`config.mk`:
```
export PLATFORM = sky130hd
export DESIGN_NAME = pwm_buf_chan
export DESIGN_NICKNAME = d
export VERILOG_FILES = /design/src/rtl/pwm_buf_pkg.sv /design/src/rtl/pwm_buf_regs.sv /design/src/rtl/pwm_buf_prescaler.sv /design/src/rtl/pwm_buf_wave.sv /design/src/rtl/pwm_buf_chan.sv
export SDC_FILE = /design/constraint.sdc
export NUM_CORES = 1
export LEC_CHECK = 0
export CAP_MARGIN = 20
export CORE_MARGIN = 10
export CORE_UTILIZATION = 48
export CTS_CLUSTER_DIAMETER = 80
export CTS_CLUSTER_SIZE = 24
export DETAILED_ROUTE_END_ITERATION = 12
export DONT_BUFFER_PORTS = 1
export PLACE_DENSITY_LB_ADDON = 0.3
export SLEW_MARGIN = 20
export SYNTH_ARGS = -nofsm -noshare
export SYNTH_HDL_FRONTEND = slang
export SYNTH_HIERARCHICAL = 1
export SYNTH_SLANG_ARGS = --single-unit
export TNS_END_PERCENT = 50
```
`constraint.sdc`:
```
create_clock -name clk -period 4.5 [get_ports clk]
set_input_delay 0.225 -clock clk [delete_from_list [all_inputs] [get_ports clk]]
set_output_delay 0.225 -clock clk [all_outputs]
set_load 0.02 [all_outputs]
```
`src/rtl/pwm_buf_pkg.sv`:
```
package pwm_buf_pkg;

    localparam int PRES_W   = 4;
    localparam int PRES_MAX = 10;
    localparam int DIV_W    = PRES_MAX;
    localparam int POL_BIT  = 9;
    localparam int TGT_BIT  = 10;
    localparam int ADDR_W   = 3;

    typedef enum logic [ADDR_W-1:0] {
        REG_MODE   = 3'd0,
        REG_ENABLE = 3'd1,
        REG_PERIOD = 3'd2,
        REG_DUTY   = 3'd3,
        REG_UPDATE = 3'd4,
        REG_STATUS = 3'd5
    } reg_addr_e;

    typedef enum logic {
        UPD_DUTY   = 1'b0,
        UPD_PERIOD = 1'b1
    } upd_tgt_e;

    typedef struct packed {
        logic [PRES_W-1:0] pres;
        logic              pol;
        upd_tgt_e          tgt;
    } mode_t;

    // Clamp an out-of-range prescale setting to the largest legal one.
    function automatic logic [PRES_W-1:0] sat_pres(input logic [PRES_W-1:0] v);
        return (v > PRES_W'(PRES_MAX)) ? PRES_W'(PRES_MAX) : v;
    endfunction

    // Terminal count of the prescale divider: 2^pres - 1.
    function automatic logic [DIV_W-1:0] pres_mask(input logic [PRES_W-1:0] p);
        return (DIV_W'(1) << p) - DIV_W'(1);
    endfunction

    // Map an active/inactive state onto the pin level.
    function automatic logic pin_level(input logic active, input logic pol);
        return pol ? active : ~active;
    endfunction

endpackage

```
`src/rtl/pwm_buf_regs.sv`:
```
module pwm_buf_regs
    import pwm_buf_pkg::*;
#(
    parameter int DW = 32,
    parameter int CW = 16
) (
    input  logic              clk,
    input  logic              rst,
    input  logic              bus_wr,
    input  logic              bus_rd,
    input  logic [ADDR_W-1:0] bus_addr,
    input  logic [DW-1:0]     bus_wdata,
    output logic [DW-1:0]     bus_rdata,
    input  logic              wrap,
    output mode_t             mode,
    output logic              en,
    output logic [CW-1:0]     period,
    output logic [CW-1:0]     duty,
    output logic              restart,
    output logic              upd_done
);

    logic           upd_pend;
    logic [CW-1:0]  upd_val;
    upd_tgt_e       upd_tgt;

    logic wr_mode, wr_enable, wr_period, wr_duty, wr_update, rd_status;

    assign wr_mode   = bus_wr && (bus_addr == REG_MODE);
    assign wr_enable = bus_wr && (bus_addr == REG_ENABLE);
    assign wr_period = bus_wr && (bus_addr == REG_PERIOD);
    assign wr_duty   = bus_wr && (bus_addr == REG_DUTY);
    assign wr_update = bus_wr && (bus_addr == REG_UPDATE);
    assign rd_status = bus_rd && (bus_addr == REG_STATUS);

    assign restart = wr_enable && bus_wdata[0] && !en;

    always_ff @(posedge clk) begin
        if (rst) begin
            mode     <= '{pres: '0, pol: 1'b1, tgt: UPD_DUTY};
            en       <= 1'b0;
            period   <= '0;
            duty     <= '0;
            upd_pend <= 1'b0;
            upd_val  <= '0;
            upd_tgt  <= UPD_DUTY;
            upd_done <= 1'b0;
        end else begin
            // Mode: only the update target may change while running.
            if (wr_mode) begin
                mode.tgt <= upd_tgt_e'(bus_wdata[TGT_BIT]);
                if (!en) begin
                    mode.pres <= sat_pres(bus_wdata[PRES_W-1:0]);
                    mode.pol  <= bus_wdata[POL_BIT];
                end
            end

            if (wr_enable) begin
                en <= bus_wdata[0];
                if (!bus_wdata[0]) upd_pend <= 1'b0;
            end

            // Direct access only while stopped.
            if (wr_period && !en) period <= bus_wdata[CW-1:0];
            if (wr_duty   && !en) duty   <= bus_wdata[CW-1:0];

            if (rd_status) upd_done <= 1'b0;

            // Transfer at the period boundary; the set wins over a clearing read.
            if (wrap && upd_pend) begin
                upd_pend <= 1'b0;
                upd_done <= 1'b1;
                if (upd_tgt == UPD_PERIOD) period <= upd_val;
                else                       duty   <= upd_val;
            end

            // A new write (even on a wrap cycle) becomes the next pending value.
            if (wr_update && en && !(wr_enable && !bus_wdata[0])) begin
                upd_pend <= 1'b1;
                upd_val  <= bus_wdata[CW-1:0];
                upd_tgt  <= mode.tgt;
            end
        end
    end

    always_comb begin
        bus_rdata = '0;
        unique case (bus_addr)
            REG_MODE: begin
                bus_rdata[PRES_W-1:0] = mode.pres;
                bus_rdata[POL_BIT]    = mode.pol;
                bus_rdata[TGT_BIT]    = mode.tgt;
            end
            REG_ENABLE: bus_rdata[0]      = en;
            REG_PERIOD: bus_rdata[CW-1:0] = period;
            REG_DUTY:   bus_rdata[CW-1:0] = duty;
            REG_STATUS: bus_rdata[0]      = upd_done;
            default:    bus_rdata         = '0;
        endcase
    end

    logic unused_wdata_bits;
    assign unused_wdata_bits = ^bus_wdata;

endmodule

```
`src/rtl/pwm_buf_prescaler.sv`:
```
module pwm_buf_prescaler
    import pwm_buf_pkg::*;
(
    input  logic              clk,
    input  logic              rst,
    input  logic              en,
    input  logic              restart,
    input  logic [PRES_W-1:0] pres,
    output logic              tick
);

    logic [DIV_W-1:0] div_cnt;
    logic [DIV_W-1:0] term;

    assign term = pres_mask(pres);
    assign tick = en && (div_cnt == term);

    always_ff @(posedge clk) begin
        if (rst || restart || !en) begin
            div_cnt <= '0;
        end else if (tick) begin
            div_cnt <= '0;
        end else begin
            div_cnt <= div_cnt + DIV_W'(1);
        end
    end

endmodule

```
`src/rtl/pwm_buf_wave.sv`:
```
module pwm_buf_wave
    import pwm_buf_pkg::*;
#(
    parameter int CW = 16
) (
    input  logic          clk,
    input  logic          rst,
    input  logic          en,
    input  logic          restart,
    input  logic          tick,
    input  logic [CW-1:0] period,
    input  logic [CW-1:0] duty,
    input  logic          pol,
    output logic [CW-1:0] cnt,
    output logic          wrap,
    output logic          pwm_out
);

    logic [CW:0] cnt_inc;
    logic        active;

    assign cnt_inc = {1'b0, cnt} + (CW+1)'(1);
    assign wrap    = en && tick && (cnt_inc >= {1'b0, period});

    always_ff @(posedge clk) begin
        if (rst || restart || !en) begin
            cnt <= '0;
        end else if (tick) begin
            cnt <= wrap ? '0 : cnt_inc[CW-1:0];
        end
    end

    assign active  = en && (cnt >= duty);
    assign pwm_out = pin_level(active, pol);

endmodule

```
`src/rtl/pwm_buf_chan.sv`:
```
module pwm_buf_chan
    import pwm_buf_pkg::*;
#(
    parameter int DW = 32,
    parameter int CW = 16
) (
    input  logic              clk,
    input  logic              rst,
    input  logic              bus_wr,
    input  logic              bus_rd,
    input  logic [ADDR_W-1:0] bus_addr,
    input  logic [DW-1:0]     bus_wdata,
    output logic [DW-1:0]     bus_rdata,
    output logic              pwm_out
);

    mode_t          mode_q;
    logic           en_q;
    logic [CW-1:0]  period_q;
    logic [CW-1:0]  duty_q;
    logic           restart_w;
    logic           done_q;
    logic           tick_w;
    logic           wrap_w;
    logic [CW-1:0]  cnt_q;

    pwm_buf_regs #(.DW(DW), .CW(CW)) u_regs (
        .clk       (clk),
        .rst       (rst),
        .bus_wr    (bus_wr),
        .bus_rd    (bus_rd),
        .bus_addr  (bus_addr),
        .bus_wdata (bus_wdata),
        .bus_rdata (bus_rdata),
        .wrap      (wrap_w),
        .mode      (mode_q),
        .en        (en_q),
        .period    (period_q),
        .duty      (duty_q),
        .restart   (restart_w),
        .upd_done  (done_q)
    );

    pwm_buf_prescaler u_pres (
        .clk     (clk),
        .rst     (rst),
        .en      (en_q),
        .restart (restart_w),
        .pres    (mode_q.pres),
        .tick    (tick_w)
    );

    pwm_buf_wave #(.CW(CW)) u_wave (
        .clk     (clk),
        .rst     (rst),
        .en      (en_q),
        .restart (restart_w),
        .tick    (tick_w),
        .period  (period_q),
        .duty    (duty_q),
        .pol     (mode_q.pol),
        .cnt     (cnt_q),
        .wrap    (wrap_w),
        .pwm_out (pwm_out)
    );

endmodule

```
==> impl.org <==
** Status
- The flow ran to the end, and the final reports show no timing, DRC or antenna violations.

** Cells and area
- Area occupied by multi-input gates :: 3530 um^2
- Share of cells above drive strength 1 :: 0.0818
- Synthesis-to-finish area growth :: 5.33%
- Summing all flip-flop and latch instances after layout gives 1680 um^2.
- 0 antenna diodes ended up in the layout.
- After filler insertion, the fill cell instance count of the layout stands at 1,086.
- Number of nets in the finished design :: roughly 760

** Timing
- After layout, the minimum clock period comes to 4.04 ns.
- In the finished design, the share of the clock period the worst path needs comes to 0.898.
- For the pin with the worst max-slew slack, the measured transition is 1.04 ns.
- Fin Clk Skew :: between 0.007 and 0.008 ns
- Setup violations remaining at the end of the flow were counted as 0.
- The final number of max-transition violations came to 0.
- Total Negative Setup Slacks :: 0 ns
- Timing would allow up to between 200 and 250 MHz.
- Final count of hold timing violations :: 0
- The worst pin sits at a relative slew slack of 0.307.
- Setup repair after global routing left no endpoint under its margin.

** Clocking
- Root Buffer :: clkbuf_16
- In this run, post-CTS repair resized a total of 0 instances.
- Clock slew at the register clock pins of the worst setup and hold paths :: 0.07 ns
- The H-tree was split into 3 levels.
- Clock latency on the worst-skew pair, taken at its later pin, is 0.34 ns.
- CTS saw between 80 and 90 sinks.
- Clock buffers created by TritonCTS :: 9
- Buffer levels on the longest clock path :: 2
- TritonCTS built the clock tree.

** Route
- For this block, the via count after detailed routing is 5,214.
- In this run, the number of DRC markers left after iteration 0 of detailed routing was between 300 and 400.
- Routed WL :: 15,600 um
- After detailed routing, the number of vias per cell comes to between 6 and 7.
- Drt wl/cell :: 18.8 um
- Detail Route Antenna Nets :: 0
- The first detailed-routing pass ran for 5 iterations.
- After detailed routing, the number of remaining DRC violations is 0.

** Global route
- Global-route wire length before repair :: 25,200 um
- Vias in the first global route :: 4,931
- Pin count of the biggest net entering global routing :: 58
- Leftover overflow at the end of global routing :: 0
- The initial antenna violation count is 0.
- Tot GR Track Use :: 0.183

** Synth
- Number of flip-flops and latches in the synthesized netlist :: 84
- Counting flops with a built-in enable in the synthesized netlist gives 0.
- By instance count, the leading cell after synthesis is dfxtp_1.
- Sequential fraction of the synthesis area :: 0.297
- The synthesized design spends more area on one cell type than any other, namely dfxtp_1.
- In the synthesized netlist, the number of instances is 707.
- In the synthesized netlist the async set-or-reset flop fraction comes to 0.
- Summing every instance area after synthesis gives 5660 um^2.
- The netlist uses 74 different library cells.
- Synthesis Warnings :: 6
- The share of synthesized area in the top cell type comes to 0.297.
- In this run the mean area of a mapped cell was approximately 8 um^2.
- Among all flip-flop cells after synthesis, the most frequent one is dfxtp_1.
- By count the netlist is led by 84 x dfxtp_1, 69 x nand3_1, 66 x nor2_1.
- By area the synthesized netlist is led by dfxtp_1 30%, ha_1 7.7%, nand3_1 6.1%.

** Die
- In this run the count of I/O pins placed on the die edge is 72.
- The die covers 16,500 um^2.
- For this configuration, the core starts out at a cell density of 0.494.
- Core region area :: roughly 11,000 um^2
- The die is approximately 130 um tall.
- In this run the core area contains 39 standard-cell rows.
- In this run the horizontal extent of the chip is 129 um.

** Power
- Fraction of power spent switching nets :: 0.259
- Total power for the finished layout comes to 0.00160 W.
- Worst supply voltage drop on vdd :: about 0.18 mV
- In this run the power spent charging and discharging nets is 0.000415 W.
- The internal portion of the total power is around 0.0012 W.
- The share of total power dissipated in combinational logic is 0.090.
- Leak Pwr :: 2.27 nW
- Of the total power, registers draw 0.473.
- Clock network fraction of design power :: 0.436
- Power Dens Cells :: 269 nW/um^2

** Setup path
- Worst Path Arrival :: ~4.3 ns
- At the worst endpoint, the required time is 4.74 ns.
- Maximum net fanout on the critical path :: 32
- The worst setup path is captured at a flop.
- In this run the register-to-register setup slack is about 0.46 ns.
- Category of the worst setup path launch point :: flop
- The setup path with the least slack is of type reg2reg.

** Placement
- Count of buffers from port buffering :: 0
- Detailed placer's ending HPWL :: 10,900 um
- The congestion estimate from routability-driven global placement came to 0.875.

** Worst hold path
- The min-delay analysis places its worst path in the category in2reg.

** Flow run
- Across the run, the number of max-cap violations was 0.
-- power groups by stage --
stage               Combinational (W)  Sequential [W]  Clock [W]
detailed placement           0.000129        0.000775          0
CTS                          0.000142        0.000758   0.000710
global placement             0.000125        0.000775          0
finish                       0.000145        0.000759   0.000699
floorplan                    0.000131        0.000773          0
global route                 0.000156        0.000759   0.000738
-- final timing paths --
kind	from	end	depth (start not counted)
max	u_regs/mode[5]	u_regs/duty[2]	13
min	bus_wdata[15]	u_regs/upd_val[15]	2
max reg2reg	u_regs/mode[5]	u_regs/duty[2]	13
min reg2reg	u_regs/upd_tgt	u_regs/upd_tgt	2
-- metal layers --
layer	routed length, um	up-vias	part of all wire	GRT usage
li1	-	2496	-	-
met1	6950	2527	0.45	0.243
met2	7340	174	0.47	0.288
met3	1010	17	0.065	0.0357
met4	278	0	0.018	0.0681
met5	0	-	0	0
-- cell usage in the layout, fill, tap and decap left out, types with 6 or more instances in the layout --
cell type / synthesis / final
xnor2_1: 14 / 14
and3_1: 6 / 6
a21o_1: 6 / 6
a21oi_1: 51 / 51
a311oi_1: 32 / 32
conb_1: 1 / 16
inv_1: 37 / 37
mux2i_1: 11 / 11
dfxtp_1: 84 / 84
nand4_1: 7 / 7
nor2_1: 66 / 66
buf_4: 21 / 11
clkbuf_16: 0 / 9
nand2b_1: 7 / 7
nand3_1: 69 / 69
xor2_1: 10 / 10
ha_1: 35 / 35
o21ai_0: 59 / 59
nand2_1: 34 / 34
o21ai_1: 9 / 9
a32o_1: 8 / 8
-- cell families after synthesis --
logic type               synth area share
XOR/XNOR                           0.0371
AO/OA/AOI/OAI                       0.232
AND/OR/NAND/NOR                     0.229
multiplexers                       0.0354
other                            0.000662
buffers and inverters              0.0913
flip-flops                          0.297
adder cells (fa/ha/maj)            0.0773
-- critical path, cell delays in order (launching register included) --
cell and delay [ns]:
dfxtp_1 0.31, or4_4 0.55, ha_1 0.34, xnor2_1 0.24
xnor2_1 0.11, or4_4 0.49, a2111oi_4 0.20, buf_4 0.23
and2_2 0.24, nand2_1 0.13, a21oi_1 0.44, nand3b_1 0.20
buf_12 0.22, a311oi_1 0.25
-- area by class of cell --
class,instances,share of cell area
repair buffers,15,0.0269
well taps,143,0.0300
flip-flops and latches,84,0.282
clock buffers,10,0.0401
inverters,37,0.0233
multi-input cells,534,0.591
clock inverters,5,0.00650
-- through the flow --
step	hold slack [ns]	utilization	area [um^2]	cells	setup slack (ns)
3_5_place_dp	0.327	0.492	5640	811	0.533
4_1_cts	0.0202	0.520	5960	828	0.503
2_1_floorplan	0.369	-	5720	722	0.815
6_report	0.0271	0.520	5960	828	0.458
5_1_grt	0.0304	0.520	5960	828	0.195
3_3_place_gp	0.320	0.492	5640	811	0.623
-- flip-flops by register name, summed over array words and instances (netlist names) --
name and cells:
u_regs/mode 6, u_regs/upd_tgt 1, u_regs/duty 16, u_regs/period 16, u_regs/upd_pend 1, u_regs/upd_done 1
u_wave/cnt 16, u_regs/en 1, u_pres/div_cnt 10, u_regs/upd_val 16
-- repair_timing --
action	CTS	global route
hold buffers	2	0
setup endpoints to repair	0	0
endpoints found under the hold margin	57	0
buffers inserted	0	0
Power figures use the tool's default switching activity.
